### config.mk
export PLATFORM = sky130hd
export DESIGN_NAME = addr_window_decoder
export DESIGN_NICKNAME = d
export VERILOG_FILES = /design/src/rtl/awd_pkg.sv /design/src/rtl/awd_regfile.sv /design/src/rtl/awd_match.sv /design/src/rtl/awd_prio.sv /design/src/rtl/addr_window_decoder.sv
export SDC_FILE = /design/constraint.sdc
export NUM_CORES = 2
export LEC_CHECK = 0
export BUFFER_PORTS_ARGS = -buffer_cell sky130_fd_sc_hd__buf_2
export CAP_MARGIN = 25
export CORE_MARGIN = 2
export CORE_UTILIZATION = 62
export CTS_CLUSTER_DIAMETER = 60
export DETAILED_ROUTE_END_ITERATION = 8
export PLACE_DENSITY = 0.87
export RECOVER_POWER = 100
export SLEW_MARGIN = 20
export SYNTH_ARGS = -nofsm -noshare
export SYNTH_HDL_FRONTEND = slang
export SYNTH_SLANG_ARGS = --single-unit
### constraint.sdc
create_clock -name clk -period 3.2 [get_ports clk]
set_input_delay 0.96 -clock clk [delete_from_list [all_inputs] [get_ports clk]]
set_output_delay 0.96 -clock clk [all_outputs]
set_load 0.02 [all_outputs]
### src/rtl/awd_pkg.sv
package awd_pkg;

    typedef enum logic [1:0] {
        SEL_CTRL = 2'd0,
        SEL_BASE = 2'd1,
        SEL_RMLO = 2'd2,
        SEL_RMHI = 2'd3
    } reg_sel_e;

    localparam int CTRL_EN_BIT   = 0;
    localparam int CTRL_TGT_LSB  = 4;
    localparam int TGT_W         = 4;
    localparam int CTRL_ATTR_LSB = 8;
    localparam int ATTR_W        = 8;
    localparam int REGS_PER_WIN  = 4;

endpackage

### src/rtl/awd_regfile.sv
module awd_regfile
    import awd_pkg::*;
#(
    parameter int NUM_WIN = 8,
    parameter int DATA_W  = 32,
    localparam int WIN_W  = $clog2(NUM_WIN),
    localparam int IDX_W  = WIN_W + 2
) (
    input  logic                           clk,
    input  logic                           rst_n,
    input  logic                           we,
    input  logic [IDX_W-1:0]               idx,
    input  logic [DATA_W-1:0]              wdata,
    output logic [DATA_W-1:0]              rdata,
    output logic [NUM_WIN-1:0][DATA_W-1:0] ctrl_q,
    output logic [NUM_WIN-1:0][DATA_W-1:0] base_q,
    output logic [NUM_WIN-1:0][DATA_W-1:0] rmlo_q
);

    logic [DATA_W-1:0] bank [NUM_WIN][REGS_PER_WIN];
    logic [WIN_W-1:0]  win;
    reg_sel_e          sel;

    assign win = idx[IDX_W-1:2];
    assign sel = reg_sel_e'(idx[1:0]);

    always_ff @(posedge clk or negedge rst_n) begin
        if (!rst_n) begin
            for (int w = 0; w < NUM_WIN; w++) begin
                for (int r = 0; r < REGS_PER_WIN; r++) begin
                    bank[w][r] <= '0;
                end
            end
        end else if (we && (int'(win) < NUM_WIN)) begin
            bank[win][sel] <= wdata;
        end
    end

    always_ff @(posedge clk or negedge rst_n) begin
        if (!rst_n) begin
            rdata <= '0;
        end else if (int'(win) < NUM_WIN) begin
            rdata <= bank[win][sel];
        end else begin
            rdata <= '0;
        end
    end

    for (genvar g = 0; g < NUM_WIN; g++) begin : g_out
        assign ctrl_q[g] = bank[g][SEL_CTRL];
        assign base_q[g] = bank[g][SEL_BASE];
        assign rmlo_q[g] = bank[g][SEL_RMLO];
    end

    // Shadow of the last write, used only by the check below.
    logic              chk_we;
    logic [WIN_W-1:0]  chk_win;
    logic [1:0]        chk_sel;
    logic [DATA_W-1:0] chk_data;

    always_ff @(posedge clk or negedge rst_n) begin
        if (!rst_n) begin
            chk_we   <= 1'b0;
            chk_win  <= '0;
            chk_sel  <= '0;
            chk_data <= '0;
        end else begin
            chk_we   <= we && (int'(win) < NUM_WIN);
            chk_win  <= win;
            chk_sel  <= idx[1:0];
            chk_data <= wdata;
        end
    end

    assert_write_sticks_R2: assert property (@(posedge clk) disable iff (!rst_n)
        chk_we |-> (bank[chk_win][chk_sel] == chk_data));

endmodule

### src/rtl/awd_match.sv
module awd_match
    import awd_pkg::*;
#(
    parameter int               NUM_WIN    = 8,
    parameter int               ADDR_W     = 32,
    parameter int               PAGE_W     = 16,
    parameter logic [NUM_WIN-1:0] REMAP_MASK = 8'b0000_0011,
    localparam int              HI_W       = ADDR_W - PAGE_W
) (
    input  logic [HI_W-1:0]                addr_hi,
    input  logic [NUM_WIN-1:0][ADDR_W-1:0] ctrl_q,
    input  logic [NUM_WIN-1:0][ADDR_W-1:0] base_q,
    input  logic [NUM_WIN-1:0][ADDR_W-1:0] rmlo_q,
    output logic [NUM_WIN-1:0]             hit_vec,
    output logic [NUM_WIN-1:0][HI_W-1:0]   xhi_vec
);

    for (genvar g = 0; g < NUM_WIN; g++) begin : g_win
        logic [HI_W-1:0] span;
        logic [HI_W-1:0] fixed;

        assign span  = ctrl_q[g][ADDR_W-1 -: HI_W];
        assign fixed = ~span;

        assign hit_vec[g] = ctrl_q[g][CTRL_EN_BIT] &&
                            ((addr_hi & fixed) == (base_q[g][ADDR_W-1 -: HI_W] & fixed));

        if (REMAP_MASK[g]) begin : g_remap
            assign xhi_vec[g] = (rmlo_q[g][ADDR_W-1 -: HI_W] & fixed) | (addr_hi & span);
        end else begin : g_pass
            assign xhi_vec[g] = addr_hi;
        end
    end

endmodule

### src/rtl/awd_prio.sv
module awd_prio
    import awd_pkg::*;
#(
    parameter int NUM_WIN = 8,
    parameter int ADDR_W  = 32,
    parameter int PAGE_W  = 16,
    localparam int HI_W   = ADDR_W - PAGE_W
) (
    input  logic                           clk,
    input  logic                           rst_n,
    input  logic [HI_W-1:0]                addr_hi,
    input  logic [NUM_WIN-1:0]             hit_vec,
    input  logic [NUM_WIN-1:0][HI_W-1:0]   xhi_vec,
    input  logic [NUM_WIN-1:0][ADDR_W-1:0] ctrl_q,
    output logic                           any_hit,
    output logic [TGT_W-1:0]               sel_tgt,
    output logic [ATTR_W-1:0]              sel_attr,
    output logic [HI_W-1:0]                sel_hi
);

    logic [NUM_WIN-1:0] grant;

    always_comb begin
        grant    = '0;
        any_hit  = 1'b0;
        sel_tgt  = '0;
        sel_attr = '0;
        sel_hi   = addr_hi;
        for (int i = 0; i < NUM_WIN; i++) begin
            if (hit_vec[i] && !any_hit) begin
                any_hit  = 1'b1;
                grant[i] = 1'b1;
                sel_tgt  = ctrl_q[i][CTRL_TGT_LSB +: TGT_W];
                sel_attr = ctrl_q[i][CTRL_ATTR_LSB +: ATTR_W];
                sel_hi   = xhi_vec[i];
            end
        end
    end

    assert_grant_onehot_R6: assert property (@(posedge clk) disable iff (!rst_n)
        $onehot0(grant) && ((grant != '0) == (hit_vec != '0)));

endmodule

### src/rtl/addr_window_decoder.sv
module addr_window_decoder
    import awd_pkg::*;
#(
    parameter int                 NUM_WIN    = 8,
    parameter int                 ADDR_W     = 32,
    parameter int                 PAGE_W     = 16,
    parameter logic [NUM_WIN-1:0] REMAP_MASK = 8'b0000_0011,
    localparam int                HI_W       = ADDR_W - PAGE_W,
    localparam int                IDX_W      = $clog2(NUM_WIN) + 2
) (
    input  logic              clk,
    input  logic              rst_n,
    input  logic              cfg_we,
    input  logic [IDX_W-1:0]  cfg_idx,
    input  logic [ADDR_W-1:0] cfg_wdata,
    output logic [ADDR_W-1:0] cfg_rdata,
    input  logic [ADDR_W-1:0] lk_addr,
    output logic              lk_hit,
    output logic [TGT_W-1:0]  lk_target,
    output logic [ATTR_W-1:0] lk_attr,
    output logic [ADDR_W-1:0] lk_xaddr
);

    logic [NUM_WIN-1:0][ADDR_W-1:0] ctrl_q;
    logic [NUM_WIN-1:0][ADDR_W-1:0] base_q;
    logic [NUM_WIN-1:0][ADDR_W-1:0] rmlo_q;
    logic [NUM_WIN-1:0]             hit_vec;
    logic [NUM_WIN-1:0][HI_W-1:0]   xhi_vec;
    logic                           any_hit;
    logic [TGT_W-1:0]               sel_tgt;
    logic [ATTR_W-1:0]              sel_attr;
    logic [HI_W-1:0]                sel_hi;

    awd_regfile #(.NUM_WIN(NUM_WIN), .DATA_W(ADDR_W)) u_regs (
        .clk    (clk),
        .rst_n  (rst_n),
        .we     (cfg_we),
        .idx    (cfg_idx),
        .wdata  (cfg_wdata),
        .rdata  (cfg_rdata),
        .ctrl_q (ctrl_q),
        .base_q (base_q),
        .rmlo_q (rmlo_q)
    );

    awd_match #(.NUM_WIN(NUM_WIN), .ADDR_W(ADDR_W), .PAGE_W(PAGE_W),
                .REMAP_MASK(REMAP_MASK)) u_match (
        .addr_hi (lk_addr[ADDR_W-1:PAGE_W]),
        .ctrl_q  (ctrl_q),
        .base_q  (base_q),
        .rmlo_q  (rmlo_q),
        .hit_vec (hit_vec),
        .xhi_vec (xhi_vec)
    );

    awd_prio #(.NUM_WIN(NUM_WIN), .ADDR_W(ADDR_W), .PAGE_W(PAGE_W)) u_prio (
        .clk      (clk),
        .rst_n    (rst_n),
        .addr_hi  (lk_addr[ADDR_W-1:PAGE_W]),
        .hit_vec  (hit_vec),
        .xhi_vec  (xhi_vec),
        .ctrl_q   (ctrl_q),
        .any_hit  (any_hit),
        .sel_tgt  (sel_tgt),
        .sel_attr (sel_attr),
        .sel_hi   (sel_hi)
    );

    // Result stage
    always_ff @(posedge clk or negedge rst_n) begin
        if (!rst_n) begin
            lk_hit    <= 1'b0;
            lk_target <= '0;
            lk_attr   <= '0;
            lk_xaddr  <= '0;
        end else begin
            lk_hit    <= any_hit;
            lk_target <= sel_tgt;
            lk_attr   <= sel_attr;
            lk_xaddr  <= {sel_hi, lk_addr[PAGE_W-1:0]};
        end
    end

    logic primed;
    always_ff @(posedge clk or negedge rst_n) begin
        if (!rst_n) primed <= 1'b0;
        else        primed <= 1'b1;
    end

    assert_reset_miss_R1: assert property (@(posedge clk) disable iff (!rst_n)
        !primed |-> (!lk_hit && lk_target == '0 && lk_attr == '0));

    assert_miss_zero_R7: assert property (@(posedge clk) disable iff (!rst_n)
        (primed && !lk_hit) |->
            (lk_target == '0 && lk_attr == '0 && lk_xaddr == $past(lk_addr)));

    assert_low_pass_R8: assert property (@(posedge clk) disable iff (!rst_n)
        primed |-> (lk_xaddr[PAGE_W-1:0] == $past(lk_addr[PAGE_W-1:0])));

endmodule

After elaboration in Yosys (flattened, before gate mapping)

Cells that the tools add are included.

Memories: 0
Bits in latches: 0
Logic and storage cells: 148
Bits in registers: 1101
Output and inout port bits: 77
RAM bits: 0
Memory bits (read-only): 0

$add $sub $neg: 0
Equality and inequality tests: 8
Reduce and logical (&&, ||, !) cells: 24
Divide/modulo/power cells: 0
$mul: 0
Mux-type cells: 43
Shift operators: 0
Bitwise gates (word level): 32
Magnitude comparators: 4

Operators with widths:

| cell               | number |
|---|---|
| $bwmux 1024        | 1 |
| $bmux 128 s3       | 1 |
| $demux 128 s3      | 1 |
| $mux 128           | 3 |
| $and 16x16->16     | 20 |
| $eq 16x16->1       | 8 |
| $mux 16            | 8 |
| $not 16->16        | 8 |
| $mux 32            | 3 |
| $bmux 32 s2        | 1 |
| $demux 32 s2       | 1 |
| $mux 8             | 8 |
| $mux 4             | 8 |
| $or 16x16->16      | 2 |
| $logic_and 1x1->1  | 17 |
| $mux 1             | 8 |
| $logic_not 1->1    | 7 |
| $ge 4x4->1 const B | 1 |
| $lt 4x1->1 const B | 1 |
| $not 3->4          | 1 |
| $ge 3x3->1 const B | 1 |
| $lt 3x1->1 const B | 1 |
| $not 2->3          | 1 |

Logic depth before layout (Yosys ltp)

Depth after elaboration: 26
Depth in mapped cells: 12
Mapped depth without buffers: 8

By module

A second synthesis with hierarchy kept.

Cell total of the unflattened synthesis: 5152
Area, all modules: 60017.6 um^2

Modules (own cells, without submodules):

| module              | cells each | instances | sequential area each (um^2) | area each (um^2) |
|---|---|---|---|---|
| awd_regfile         | 4364       | 1         | 26425.3                     | 53530.1 |
| awd_match           | 370        | 1         | 0.0                         | 2985.4 |
| awd_prio            | 373        | 1         | 0.0                         | 2376.0 |
| addr_window_decoder | 45         | 1         | 1126.1                      | 1126.1 |

Worst setup path before layout

Ideal clock, no wire load.

Path kind: input to register
From: in lk_addr[22]
To: reg lk_attr[0]
Path buffers: 3
Cell stages on the path: 11
Path slack: 0.237 ns
Arrival: 2.873 ns
Required time: 3.110 ns
Library setup time: 0.090 ns
Path through: buf_6 > xnor2_1 > o22ai_1 > nor4_1 > nand3_1 > or3_1 > buf_6 > buf_8 > mux2i_1 > a211o_1 > o2111ai_1

Cells in the longest elaborated chain, start to end: 25

RTL lines:

| item                  | line                      | source |
|---|---|---|
| from (decl)           | addr_window_decoder.sv:17 | `input logic [ADDR_W-1:0] lk_addr,` |
| $and 16x16->16        | awd_match.sv:26           | `((addr_hi & fixed) == (base_q[g][ADDR_W-1 -: HI_W] & fixed));` |
| $eq 16x16->1          | awd_match.sv:26           |  |
| $logic_and 1x1->1     | awd_match.sv:25           | `assign hit_vec[g] = ctrl_q[g][CTRL_EN_BIT] &&` |
| $mux 1                | awd_prio.sv:30            | `if (hit_vec[i] && !any_hit) begin` |
| $logic_not 1->1       | awd_prio.sv:30            |  |
| $logic_and 1x1->1     | awd_prio.sv:30            |  |
| $mux 1                | awd_prio.sv:30            |  |
| $logic_not 1->1       | awd_prio.sv:30            |  |
| [10 not listed]       | n/a                       |  |
| $mux 1                | awd_prio.sv:30            |  |
| $logic_not 1->1       | awd_prio.sv:30            |  |
| $logic_and 1x1->1     | awd_prio.sv:30            |  |
| $mux 1                | awd_prio.sv:30            |  |
| $logic_not 1->1       | awd_prio.sv:30            |  |
| $logic_and 1x1->1     | awd_prio.sv:30            |  |
| $mux 8 (*)            | awd_prio.sv:30            |  |
| named net sel_attr[0] | addr_window_decoder.sv:31 | `logic [ATTR_W-1:0] sel_attr;` |
| to (signal assigned)  | addr_window_decoder.sv:79 | `lk_attr <= sel_attr;` |
| to (decl)             | addr_window_decoder.sv:20 | `output logic [ATTR_W-1:0] lk_attr,` |

The timed path passes the listed nets; every way through them passes the cells marked *.
A chain may end at the register's enable or synchronous reset.

Worst setup path in the final report

From: in cfg_idx[4]
To: reg u_regs.rdata[30]

Cells in the longest elaborated chain, start to end: 7

RTL lines:

| item                                        | line                      | source |
|---|---|---|
| from (decl)                                 | addr_window_decoder.sv:14 | `input logic [IDX_W-1:0] cfg_idx,` |
| $not 3->4 (not written as such)             | awd_regfile.sv:43         | `rdata <= bank[win][sel];` |
| $bmux 128 s3                                | awd_regfile.sv:43         |  |
| $mux 128 (not written as such) (2 in a row) | awd_regfile.sv:43         |  |
| $bmux 32 s2                                 | awd_regfile.sv:43         |  |
| $mux 32 (not written as such) (2 in a row)  | awd_regfile.sv:43         |  |
| to (signal assigned)                        | awd_regfile.sv:43         |  |
| to (decl)                                   | awd_regfile.sv:14         | `output logic [DATA_W-1:0] rdata,` |

Every way passes these cells. The select of a mux whose other input is x is not followed.

==> results.py <==
metrics = {
    "setup_path": {
        "end_kind": "flip-flop",
        "cp.required_ps": 3850,
        "arrival_ps": 3750,
        "cp_max_fo": 25,
        "path_class": "input port to flip-flop",
        "cp-start-kind": "input port",
    },
    "cells_and_area": {
        "instances_no_fill": 5038,
        "fin_area_um2": 56100,
        "area_growth_pct": 13.7,
        "final_core_util_pct": 71.1,
        "final_layout_size_suffix_gt1_share_pct": 38.2,
        "nets": 3956,
    },
    "global_route": {
        "grt_max_degree": 107,
        "grt_pass1_vias": 39000,
        "grt_pass1_wl_um": 244000,
        "track_usage_pct": 39.6,
        "overflow": 0,
        "grt_antenna_before_repair": 17,
    },
    "clock_tree": {
        "insertion_delay_ps": 740,
        "cts-root-buf": "clkbuf_16",
        "clockBufferDepth": 3,
        "cts_resized": 0,
        "cts_setup_buffers": 0,
        "clkTransAtPathRegs_ps": 60,
        "cts_tree": "built",
        "clock-sinks": 1101,
        "htree_num_levels": 3,
        "cts.hold.buffers_added": 0,
        "numCtsBuffers": 109,
    },
    "placement": {
        "port_buffers": 148,
        "gp_congestion": 1.02,
        "dp_slack_ps": -129,
        "postPlaceCellArea_um2": 53100,
        "hpwl_um": 98400,
        "placed_cells": 4823,
    },
    "sta": {
        "tightest_slew_ps": 2130,
        "hold_viol_final": 0,
        "finalSetupViolCount": 0,
        "rsz0062_at_grt": "false",
        "max_freq_ghz": 0.322,
        "slew_violations": 535,
        "fin_skew_ps": 56.9,
        "holdWs_ps": 149,
        "fin_crit_ps": 3100,
        "post-route-period-util_pct": 96.9,
        "slew-limit-headroom_pct": -42.1,
        "setup_ws_ps": 98.7,
        "timing.setup.tns_ps": 0,
    },
    "status": {
        "status": "finished, violations left",
        "violations": "max-capacitance violations, max-slew violations",
    },
    "yosys": {
        "synth_xor_area_share_pct": 2.30,
        "synth_top_family_by_area": "multiplexers",
        "synth_compound_area_share_pct": 11.3,
        "synth_cells": 3717,
        "async_flop_share_pct": 100,
        "synth.cell_area_um2": 49300,
        "synth-simple-area-share_pct": 3.62,
        "ys_seq_area_share_pct": 55.9,
        "synth.area.mux_share_pct": 23.8,
        "synth_area_per_cell_um2": 13.3,
        "synth_seq_cells": 1101,
        "ys_warn_count": 0,
        "synth.area.top_cells": "dfrtp_1, mux2_2, a22oi_1",
        "ys.flop_type": "dfrtp_1",
        "ys_types": 49,
        "post-synth-top-count-cell": "dfrtp_1",
        "synthAdderAreaFrac_pct": 0,
        "synth_nets": 3789,
        "synth_top_area_share_pct": 55.9,
        "synth_edf_count": 0,
        "yosys.area.top_type": "dfrtp_1",
        "ys_top_cells_by_count": "dfrtp_1, mux2_2, a22oi_1",
    },
    "routing": {
        "drtPass1Iterations": 6,
        "routedWlPerCell_um": 32.3,
        "drc": 0,
        "num_vias": 37600,
        "wirelength_um": 163000,
        "drt_iter0_markers": 5469,
        "ant_nets": 0,
        "via_per_inst": 7.46,
    },
    "floorplanning": {
        "num_rows": 103,
        "fp.coreArea_um2": 78900,
        "die_width_um": 286,
        "die_area_um2": 81800,
        "initial_core_util_pct": 62.5,
        "ios": 149,
        "die_h_um": 286,
    },
    "pwr": {
        "p_sw_mw": 11.1,
        "seq_power_share_pct": 48.9,
        "p_int_mw": 27.3,
        "p_leak_nw": 24.3,
        "comb_power_share_pct": 15.5,
        "powerDensity_nw_per_um2": 684,
        "p_sw_share_pct": 28.8,
        "power.total_mw": 38.3,
        "clkPwrFrac_pct": 35.6,
        "peakVddDrop_v": 0.000499,
    },
    "min_path": {
        "worstHoldPathType": "input port to async pin",
    },
    "job": {
        "drv_cap": 9,
    },
}
[cell families (layout without fill, tap and decap cells)]
| family | after synthesis | count (layout) |
|---|---|---|
| flip-flops | 1101 | 1101 |
| multiplexers | 1043 | 1043 |
| AO/OA/AOI/OAI | 759 | 759 |
| buffers and inverters | 365 | 625 |
| AND/OR/NAND/NOR | 321 | 321 |
| XOR/XNOR | 128 | 128 |
| other | 0 | 11 |
[worst max-delay path, cell delays in order]
cell	delay, ps
clkbuf_1	320
nor3b_1	710
buf_12	300
clkbuf_2	320
clkbuf_1	250
a22oi_1	120
nand4_1	170
o21ai_0	120
o21ai_0	280
buf_4	190
[layout make-up]
| cell class | instances | area (um^2) |
|---|---|---|
| Sequential cell | 1101 | 27600 |
| Fill cell | 4769 | 22800 |
| Multi-Input combinational cell | 2251 | 20400 |
| Clock buffer | 158 | 3210 |
| Timing Repair Buffer | 420 | 2970 |
| Tap cell | 1050 | 1310 |
| Clock inverter | 46 | 658 |
| Antenna cell | 11 | 27.5 |
| Inverter | 1 | 3.75 |
[path summary, 6_finish.rpt]
path	start	endpoint	slack, ps	cells past startpoint
setup / recovery	cfg_idx[4]	u_regs.rdata[30]$_DFF_PN0_	100	10
max in group asynchronous	rst_n	u_regs.base_q[205]$_DFFE_PN0P_	520	3
hold / removal	rst_n	u_regs.bank[25]$_DFFE_PN0P_	150	1
hold reg to reg	u_regs.base_q[67]$_DFFE_PN0P_	u_regs.base_q[67]$_DFFE_PN0P_	510	1
min in group clk	lk_addr[10]	lk_xaddr[10]$_DFF_PN0_	320	1
setup reg to reg	u_regs.base_q[56]$_DFFE_PN0P_	lk_xaddr[30]$_DFF_PN0_	140	10
[power by group through the flow]
stage	Clock (mW)	Combinational, mW	Sequential, mW
6_report	13.6	5.95	18.8
5_1_grt	14.2	6.24	18.9
4_1_cts	13.6	5.91	18.6
3_5_place_dp	0	5.75	18.7
3_3_place_gp	0	5.48	18.5
2_1_floorplan	0	3.79	18.1
[layout by cell type, fill, tap and decap left out, types with 66 or more instances in the layout]
master / count
o22ai_1: 66
o21ai_0: 77
clkbuf_16: 109
buf_2: 69
nand4_1: 139
dfrtp_1: 1101
buf_4: 129
mux2_2: 1013
clkbuf_1: 153
a22oi_1: 384
xnor2_1: 126
[registers in the layout (all words and copies together) (netlist names)]
register and count:
u_regs.ctrl_q 256, lk_target 4, lk_attr 8, lk_xaddr 32, u_regs.base_q 256, u_regs.bank 256
u_regs.rdata 32, lk_hit 1, u_regs.rmlo_q 256
[layer usage]
| metal | part of all wire [%] | vias to the layer above | global-route usage, % | wire length, um |
|---|---|---|---|---|
| li1 | - | 14400 | - | - |
| met1 | 35 | 18900 | 51.3 | 57200 |
| met2 | 43 | 3340 | 57.2 | 70700 |
| met3 | 14 | 947 | 13.4 | 23100 |
| met4 | 7.0 | 14 | 25.2 | 11400 |
| met5 | 0.051 | - | 0 | 83 |
(Power assumes the default switching activity.)
